==> src/rtl/fsb_pkg.sv <==
package fsb_pkg;
  localparam int ADDR_W   = 19;
  localparam int NUM_SECT = 11;
  localparam int SECT_W   = $clog2(NUM_SECT);

  typedef enum logic [1:0] {
    MODE_ARRAY   = 2'd0,
    MODE_PROG    = 2'd1,
    MODE_ERASE   = 2'd2,
    MODE_SUSPHIT = 2'd3
  } fsbMode_t;

  typedef struct packed {
    fsbMode_t mode;
    logic     clr;
    logic     flip6;
    logic     flip2;
    logic     eraseRun;
  } fsbStrobes_t;
endpackage

==> src/rtl/fsb_sector_decode.sv <==
module fsb_sector_decode
  import fsb_pkg::*;
#(
  parameter bit TOP_BOOT = 1'b0
) (
  input  logic [ADDR_W-1:0] addr,
  output logic [SECT_W-1:0] sector
);
  logic [ADDR_W-1:0] mapped;
  logic [SECT_W-1:0] lowIdx;

  generate
    if (TOP_BOOT) begin : g_top
      assign mapped = ~addr;
      assign sector = SECT_W'(NUM_SECT - 1) - lowIdx;
    end else begin : g_bottom
      assign mapped = addr;
      assign sector = lowIdx;
    end
  endgenerate

  always_comb begin
    if (mapped[18:16] != 3'd0)   lowIdx = SECT_W'(3) + SECT_W'(mapped[18:16]);
    else if (mapped[15])         lowIdx = SECT_W'(3);
    else if (!mapped[14])        lowIdx = SECT_W'(0);
    else if (!mapped[13])        lowIdx = SECT_W'(1);
    else                         lowIdx = SECT_W'(2);
  end
endmodule

==> src/rtl/fsb_ctrl.sv <==
module fsb_ctrl
  import fsb_pkg::*;
#(
  parameter bit TOP_BOOT = 1'b0
) (
  input  logic                opStart,
  input  logic                opProgram,
  input  logic                opErase,
  input  logic                chipErase,
  input  logic                inTimeout,
  input  logic                eraseSuspended,
  input  logic                timeLimit,
  input  logic [ADDR_W-1:0]   rdAddr,
  input  logic [NUM_SECT-1:0] eraseSel,
  input  logic [NUM_SECT-1:0] failSel,
  input  logic                rdStrobe,
  output fsbStrobes_t         str
);
  logic [SECT_W-1:0] sector;
  logic selHit, failHit, act6, act2;
  fsbMode_t mode;

  fsb_sector_decode #(.TOP_BOOT(TOP_BOOT)) i_decode (
    .addr   (rdAddr),
    .sector (sector)
  );

  assign selHit  = eraseSel[sector];
  assign failHit = failSel[sector];

  always_comb begin
    if (opProgram)                 mode = MODE_PROG;
    else if (eraseSuspended)       mode = selHit ? MODE_SUSPHIT : MODE_ARRAY;
    else if (opErase || inTimeout) mode = MODE_ERASE;
    else                           mode = MODE_ARRAY;
  end

  always_comb begin
    act6 = 1'b0;
    act2 = 1'b0;
    unique case (mode)
      MODE_PROG: begin
        act6 = 1'b1;
        act2 = eraseSuspended && selHit;
      end
      MODE_ERASE: begin
        act6 = 1'b1;
        act2 = timeLimit ? failHit : (chipErase || selHit);
      end
      MODE_SUSPHIT: act2 = 1'b1;
      default: ;
    endcase
  end

  assign str.mode     = mode;
  assign str.clr      = opStart;
  assign str.flip6    = rdStrobe && act6;
  assign str.flip2    = rdStrobe && act2;
  assign str.eraseRun = !inTimeout;
endmodule

==> src/rtl/fsb_datapath.sv <==
module fsb_datapath
  import fsb_pkg::*;
(
  input  logic        clk,
  input  logic        rst_n,
  input  fsbStrobes_t str,
  input  logic        timeLimit,
  input  logic [7:0]  progData,
  output logic [7:0]  statusByte,
  output logic        arrayPass
);
  logic dq6Q, dq2Q;

  always_ff @(posedge clk or negedge rst_n) begin
    if (!rst_n) begin
      dq6Q <= 1'b0;
      dq2Q <= 1'b0;
    end else if (str.clr) begin
      dq6Q <= 1'b0;
      dq2Q <= 1'b0;
    end else begin
      if (str.flip6) dq6Q <= !dq6Q;
      if (str.flip2) dq2Q <= !dq2Q;
    end
  end

  always_comb begin
    statusByte = 8'h00;
    arrayPass  = 1'b0;
    unique case (str.mode)
      MODE_PROG:    statusByte = {!progData[7], dq6Q, timeLimit, 1'b0, 1'b0, dq2Q, 2'b00};
      MODE_ERASE:   statusByte = {1'b0, dq6Q, timeLimit, 1'b0, str.eraseRun, dq2Q, 2'b00};
      MODE_SUSPHIT: statusByte = {1'b1, dq6Q, 1'b0, 1'b0, 1'b0, dq2Q, 2'b00};
      default:      arrayPass  = 1'b1;
    endcase
  end

  // a start pulse leaves both toggles low
  a_r5_clear_toggles: assert property (@(posedge clk) disable iff (!rst_n)
    str.clr |=> (!dq6Q && !dq2Q));
  // busy toggle inverts after a counted read
  a_r4_busy_flip: assert property (@(posedge clk) disable iff (!rst_n)
    (str.flip6 && !str.clr) |=> (dq6Q != $past(dq6Q)));
  // no read, no movement
  a_r4_busy_hold: assert property (@(posedge clk) disable iff (!rst_n)
    (!str.flip6 && !str.clr) |=> $stable(dq6Q));
endmodule

==> src/rtl/fsb_status_gen.sv <==
module fsb_status_gen
  import fsb_pkg::*;
#(
  parameter bit TOP_BOOT = 1'b0
) (
  input  logic                clk,
  input  logic                rst_n,
  input  logic                opStart,
  input  logic                opProgram,
  input  logic                opErase,
  input  logic                chipErase,
  input  logic                inTimeout,
  input  logic                eraseSuspended,
  input  logic                timeLimit,
  input  logic [7:0]          progData,
  input  logic [ADDR_W-1:0]   rdAddr,
  input  logic [NUM_SECT-1:0] eraseSel,
  input  logic [NUM_SECT-1:0] failSel,
  input  logic                rdStrobe,
  output logic [7:0]          statusByte,
  output logic                arrayPass
);
  fsbStrobes_t str;

  fsb_ctrl #(.TOP_BOOT(TOP_BOOT)) i_ctrl (
    .opStart        (opStart),
    .opProgram      (opProgram),
    .opErase        (opErase),
    .chipErase      (chipErase),
    .inTimeout      (inTimeout),
    .eraseSuspended (eraseSuspended),
    .timeLimit      (timeLimit),
    .rdAddr         (rdAddr),
    .eraseSel       (eraseSel),
    .failSel        (failSel),
    .rdStrobe       (rdStrobe),
    .str            (str)
  );

  fsb_datapath i_dp (
    .clk        (clk),
    .rst_n      (rst_n),
    .str        (str),
    .timeLimit  (timeLimit),
    .progData   (progData),
    .statusByte (statusByte),
    .arrayPass  (arrayPass)
  );

  a_r2_poll_inverts: assert property (@(posedge clk) disable iff (!rst_n)
    opProgram |-> (statusByte[7] != progData[7]));
  a_r3_erase_poll_low: assert property (@(posedge clk) disable iff (!rst_n)
    (!opProgram && !eraseSuspended && (opErase || inTimeout)) |-> !statusByte[7]);
  a_r7_window_low: assert property (@(posedge clk) disable iff (!rst_n)
    (!opProgram && !eraseSuspended && inTimeout) |-> !statusByte[3]);
  a_r10_array_quiet: assert property (@(posedge clk) disable iff (!rst_n)
    arrayPass |-> (statusByte == 8'h00));
  a_r13_spare_zero: assert property (@(posedge clk) disable iff (!rst_n)
    $countones(statusByte & 8'h13) == 0);
endmodule

==> config.mk <==
export PLATFORM = sky130hd
export DESIGN_NAME = fsb_status_gen
export DESIGN_NICKNAME = d
export VERILOG_FILES = /design/src/rtl/fsb_pkg.sv /design/src/rtl/fsb_sector_decode.sv /design/src/rtl/fsb_ctrl.sv /design/src/rtl/fsb_datapath.sv /design/src/rtl/fsb_status_gen.sv
export SDC_FILE = /design/constraint.sdc
export NUM_CORES = 1
export LEC_CHECK = 0
export BUFFER_PORTS_ARGS = -buffer_cell sky130_fd_sc_hd__buf_2
export CORE_MARGIN = 10
export CORE_UTILIZATION = 30
export CTS_CLUSTER_SIZE = 40
export DETAILED_ROUTE_END_ITERATION = 8
export GPL_ROUTABILITY_DRIVEN = 0
export PLACE_DENSITY = 0.79
export SLEW_MARGIN = 20
export SYNTH_ARGS = -nofsm -noshare
export SYNTH_HDL_FRONTEND = slang
export SYNTH_SLANG_ARGS = --single-unit
export TNS_END_PERCENT = 10
==> constraint.sdc <==
create_clock -name clk -period 6.9 [get_ports clk]
set_input_delay 0.69 -clock clk [delete_from_list [all_inputs] [get_ports clk]]
set_output_delay 0.69 -clock clk [all_outputs]
set_load 0.01 [all_outputs]
==> flow_summary_export.csv, run 1 <==
group,metric,value,unit
critical_path,worstSetupStartpointType,"input pin",
final_layout,final_nets,212,
route,routed_met2_length,1190,um
floorplan,die_area,4787,um2
critical_path,cp_max_fo,8,
grt,grt_pass1_vias,953,
grt,first_pass_grt_wire_length,4057,um
sta,rsz_0062_raised_after_global_routing,"no",
outcome,status,"completed",
cts,post_cts_setup_buffers,0,
placed_design,port_buffers,44,
yosys,synth_top_area_share,8.621,%
power,total_power,0.0001005,W
yosys,post_synth_instance_area,725.7,um2
yosys,yosys_cell_types,39,
route,via_per_inst,5.190,
power,pwr_density_cell,102.2,nW/um2
cts,cts_max_path_buffers,2,
route,detailedRoute.firstPassIterationCount,4,
floorplan,floorplan.die.width,69.19,um
sta,fmax,230.1,MHz
cts,tritoncts,"done",
placed_design,dp_hpwl,2114,um
grt,antenna_found_initial,0,
cts,cts.hold.buffers_added,0,
cts,root_buffer,"clkbuf_4",
cts,clk_transition_reported_paths,0.03,ns
sta,timing.final.crit_period,4.345,ns
critical_path,ff_to_ff_path_depth,3,
sta,fin_setup_tns,0,ns
final_layout,n_antenna_cell,0,
cts,clock_buffer_count_from_cts,3,
yosys,postSynth.asyncResetShare,100.0,%
critical_path,worst-r2r-setup-slack,6.04,ns
yosys,synth.avg_cell_area,7.185,um2
critical_path,critical_path_capture_point,"statusByte[2]",
route,routed.top_layer,"met3",
route,antenna_violating_nets_post_route,0,
sta,post-route-period-util,62.97,%
final_layout,syn2layout_area_growth,35.52,%
yosys,yosys.area.top_type,"ha_1",
floorplan,initial_core_util,32.19,%
yosys,number_of_synthesized_flops_with_an_enable_pin,0,
route,drcViolationCount,0,
grt,groute.usage.overall,9.399,%
grt,grt.overflow.total,0,
grt,grt_start_max_net_pins,10,
critical_path,worst_ep_arrival_time,3.66,ns
final_layout,multi_input_gate_area,636.9,um2
yosys,seq_cells_post_synth,2,
sta,timing.final.max_slew_violations,0,
route,detailroute.via_count,903,
route,drt_wl_total,2392,um
critical_path,timing.critical_path.to_type,"output pin",
floorplan,die_h,69.19,um
final_layout,layout.area.seq,50.05,um2
route,wirelength_met1,1032,um
hold_path,min_path_type,"input pin to asynchronous set/reset pin",
final_layout,drive_gt1_share,36.30,%
floorplan,design.portCount,68,
job,count_of_maximum_capacitance_violations,0,
sta,setup_clock_skew_after_layout,0,ns
power,ir_worst_vdd,0.00004764,V
floorplan,core_area,2255,um2
critical_path,worst-setup-path-type,"input pin to output pin",
yosys,netlist_instances,101,
cts,clock_sink_count,2,
yosys,ys_warn_count,0,
route,routed-wl-met3,169,um
final_layout,filler_cell_count,243,
sta,setup_viol,0,
critical_path,crit-reg2reg-capture,"i_dp.dq2Q",
yosys,ys_top_cells_by_count,"nand2_1, nand3_1, a21oi_1, o21ai_0, nor2_1",
critical_path,startpoint,"rdAddr[16]",
cts,clk-insertion-delay-late,0.22,ns
floorplan,rows,17,
power,power_leakage,0.4794,nW
yosys,ys_seq_area_share,6.897,%
cts,cts_repair_resize_count,0,
route,wire_per_inst,13.75,um
yosys,synth_top_cells_by_area,"ha_1, dfrtp_1, nand3_1, a21oi_1, mux4_2",
yosys,synth_flop_cell,"dfrtp_1",
route,drt-initial-drc-count,51,
critical_path,timing.critical_path.required,6.21,ns
critical_path,regToRegStartpoint,"i_dp.dq2Q",
sta,finalHoldViolations,0,
cts,cts.htree.levels,1,
report_power, final:
| group | leakage (nW) | internal (W) | switching, W |
|---|---|---|---|
| Combinational | 0.439 | 0.0000290 | 0.0000323 |
| Clock | 0.0138 | 0.0000192 | 0.00000626 |
| Sequential | 0.0268 | 0.0000132 | 0.000000555 |
| Total | 0.479 | 0.0000614 | 0.0000392 |
how the worst min path moves through the flow:
stage               slack [ns]  cells after the start         to
floorplan                 0.39                      0  i_dp.dq2Q
global placement          0.48                      1  i_dp.dq6Q
detailed placement        0.48                      1  i_dp.dq6Q
CTS                       0.24                      1  i_dp.dq6Q
global route              0.23                      1  i_dp.dq2Q
finish                    0.25                      1  i_dp.dq6Q
critical path, cell delays in order:
cell and delay (ns):
buf_2 0.15, inv_1 0.13, ha_1 0.24, nor2b_4 0.23, mux2i_4 0.34, mux2_2 0.37
a31oi_1 0.30, o21ai_0 0.18, a21oi_1 0.30, ha_1 0.22, nor2_1 0.07, a211oi_1 0.26
buf_2 0.18
placed cells by master (no fill, tap or decap), types with 2 or more instances in the layout:
master	synthesis	final
nor2_1	7	7
ha_1	5	5
o21bai_1	2	2
nand2_1	10	10
conb_1	1	3
mux2i_1	2	2
a21oi_1	9	9
o21ai_0	8	8
nor2b_1	4	4
a211oi_1	2	2
nand3b_1	3	3
inv_1	5	5
clkbuf_4	0	3
dfrtp_1	2	2
nor3b_1	2	2
buf_2	1	44
nand3_1	10	10
nand2b_1	3	3
mux4_2	2	2
area by class of cell:
cell class,instances,share of cell area (%)
sequential,2,5.089
clock buffer,3,2.290
multi-input combinational,92,64.76
inverter,5,1.908
tap,28,3.562
timing repair buffer,44,22.39
routing by layer:
layer  GRT usage, %  up-vias
met5              0        -
met4          2.661        0
met3          2.568        0
met2          15.42       39
met1          11.57      399
li1               -      465
registers in the layout (all words and copies together) (netlist names):
name / flops
i_dp.dq6Q: 1
i_dp.dq2Q: 1
cell families (layout without fill, tap and decap cells):
group	Yosys count	in the layout	synth area share [%]
AOI/OAI and AO/OA	32	32	28.62
xor gates and xnor gates	1	1	1.207
adders and majority gates	5	5	8.621
buffers and inverters	9	52	6.379
DFF	2	2	6.897
muxes	6	6	13.62
other	1	3	0.5167
and+or+nand+nor	45	45	34.14
per-stage QoR:
step                      setup slack (ns)  instances  util, %  area, um2  hold WS [ns]
final                                2.555        174    43.62      983.4        0.2462
after floorplan                      3.013        103        -      733.2        0.3944
after global routing                 2.159        174    43.62      983.4        0.2347
after global placement               2.700        171    42.62      960.9        0.4755
after detailed placement             2.604        171    42.62      960.9        0.4762
after CTS                            2.588        174    43.62      983.4        0.2366
No activity file was read; power rests on OpenSTA's default activity.
==> run 2, diff against run 1 <==
==> constraint.sdc (replaced) <==
create_clock -name clk -period 4.4 [get_ports clk]
set_input_delay 0.44 -clock clk [delete_from_list [all_inputs] [get_ports clk]]
set_output_delay 0.44 -clock clk [all_outputs]
set_load 0.01 [all_outputs]
==> flow_summary_export.csv, run 2 (synthesis gave the netlist of run 1 again) <==
group,metric,value,unit
final_layout,drive_gt1_share,36.05,%
power,pwr-share-seq,13.7,%
hold_path,min_path_type,"input pin to register",
sta,fmax,260.3,MHz
power,internal_power,0.00009672,W
hold_path,hold_path_startpoint,"opStart",
sta,setup_clock_skew_after_layout,0,ns
grt,antenna_found_initial,0,
placed_design,dp_hpwl,2114,um
route,antenna_violating_nets_post_route,0,
critical_path,worst-setup-path-type,"input pin to output pin",
grt,grt.overflow.total,0,
critical_path,crit-reg2reg-capture,"i_dp.dq2Q",
power,total_power,0.0001575,W
floorplan,design.portCount,68,
cts,cts_repair_resize_count,0,
final_layout,biggestRegsByFlops,"i_dp.dq2Q: 1 flops, i_dp.dq6Q: 1 flops",
critical_path,timing.critical_path.to_type,"output pin",
critical_path,worst-r2r-setup-slack,3.54,ns
route,drcViolationCount,0,
sta,rsz_0062_raised_after_global_routing,"no",
grt,grt_pass1_vias,951,
route,detailedRoute.firstPassIterationCount,4,
final_layout,layout.cells.most_common,"buf_2",
floorplan,core_area,2255,um2
route,via_per_inst,5.143,
placed_design,port_buffers,44,
critical_path,cp_max_fo,8,
power,switching_share,38.59,%
floorplan,die_area,4787,um2
floorplan,floorplan.die.width,69.19,um
cts,clk-insertion-delay-late,0.22,ns
job,count_of_maximum_capacitance_violations,0,
sta,timing.final.max_slew_violations,0,
grt,grt_start_max_net_pins,10,
route,drt-initial-drc-count,55,
floorplan,die_h,69.19,um
cts,clk_transition_reported_paths,0.03,ns
sta,finalHoldViolations,0,
final_layout,layout_common_cells,"buf_2, nand3_1, nand2_1",
power,power_leakage,0.4836,nW
critical_path,worst_ep_arrival_time,3.40,ns
route,drt_wl_total,2386,um
cts,clock_sink_count,2,
critical_path,timing.critical_path.required,3.96,ns
sta,setup_viol,0,
critical_path,critical_path.slowest_cell,"mux2_2",
critical_path,ff_to_ff_path_depth,3,
hold_path,holdPathStages,2,
floorplan,rows,17,
floorplan,initial_core_util,32.19,%
route,wire_per_inst,13.63,um
cts,cts_max_path_buffers,2,
grt,first_pass_grt_wire_length,4029,um
grt,groute.usage.overall,9.256,%
critical_path,regToRegStartpoint,"i_dp.dq2Q",
power,ir_worst_vdd,0.00006661,V
placed_design,placedInstanceArea,960.9,um2
critical_path,crit_path_cell_trace,"buf_2 > inv_1 > ha_1 > nor2b_4 > mux2i_4 > mux2_2 > a31oi_1 > o21ai_0 > a21oi_1 > ha_1 > nor2_1 > a211oi_1 > buf_2",
power,share_of_power_burned_in_combinational_logic,61.4,%
critical_path,startpoint,"rdAddr[16]",
route,detailroute.via_count,900,
power,pwr_density_cell,158.6,nW/um2
critical_path,cp_slowest_stage_delay,0.37,ns
hold_path,min_to,"i_dp.dq6Q",
power,power.share.clock,24.8,%
final_layout,n_antenna_cell,0,
cts,cts.htree.levels,1,
sta,post-route-period-util,87.30,%
cts,root_buffer,"clkbuf_4",
outcome,status,"completed",
power,switching_power,0.00006079,W
critical_path,worstSetupStartpointType,"input pin",
final_layout,finalInstanceArea,993.5,um2
sta,timing.final.crit_period,3.841,ns
final_layout,syn2layout_area_growth,36.90,%
final_layout,filler_cell_count,242,
final_layout,final_nets,213,
cts,tritoncts,"done",
sta,fin_setup_tns,0,ns
cts,clock_buffer_count_from_cts,3,
-- run 2: worst max-delay path by stage --
stage	end	slack, ns
after CTS	statusByte[2]	0.59
after floorplan	statusByte[2]	1.01
after global routing	statusByte[2]	0.16
after global placement	statusByte[2]	0.70
final	statusByte[2]	0.56
after detailed placement	statusByte[2]	0.60
-- run 2: per-stage QoR --
| stage | std cells | hold WS (ns) | util (%) | setup WS, ns |
|---|---|---|---|---|
| final | 175 | 0.4004 | 44.06 | 0.5590 |
| after detailed placement | 171 | 0.2262 | 42.62 | 0.6041 |
| after floorplan | 103 | 0.1444 | - | 1.013 |
| after global routing | 175 | 0.3948 | 44.06 | 0.1595 |
| after global placement | 171 | 0.2255 | 42.62 | 0.7001 |
| after CTS | 175 | 0.3907 | 44.06 | 0.5877 |
-- run 2: timing repair --
item,in CTS,in global routing
buffers inserted,0,0
hold endpoints to repair,2,0
hold buffers,1,0
-- run 2: worst max-delay path, delay by kind of cell --
family | cells | cell delay [ns]
AOI/OAI and AO/OA | 4 | 1.04
adders and majority gates | 2 | 0.46
muxes | 2 | 0.71
buffers and inverters | 3 | 0.46
and+or+nand+nor | 2 | 0.30
-- run 2: cell type report --
type                       count  area, um2  share of cell area [%]
tap                           28      35.03                   3.526
clock buffer                   3      22.52                   2.267
inverter                       5      18.77                   1.889
timing repair buffer          45      230.2                   23.17
sequential                     2      50.05                   5.038
multi-input combinational     92      636.9                   64.11
-- run 2: metal layers --
metal  wire length [um]  up-vias  GRT usage, %  share of wire (%)
met5                  0        -             0                  0
met4                  0        0         1.996                  0
met3                158        0         2.568                6.6
met2               1186       34         15.32                 50
met1               1040      400         11.49                 44
li1                   -      466             -                  -
-- run 2: power groups by stage --
stage               clock network [W]  registers (W)  logic [W]
finish                      0.0000391      0.0000216  0.0000968
global route                0.0000440      0.0000218   0.000109
CTS                         0.0000426      0.0000217  0.0000970
detailed placement                  0      0.0000219  0.0000958
global placement                    0      0.0000218  0.0000927
floorplan                           0      0.0000217  0.0000627
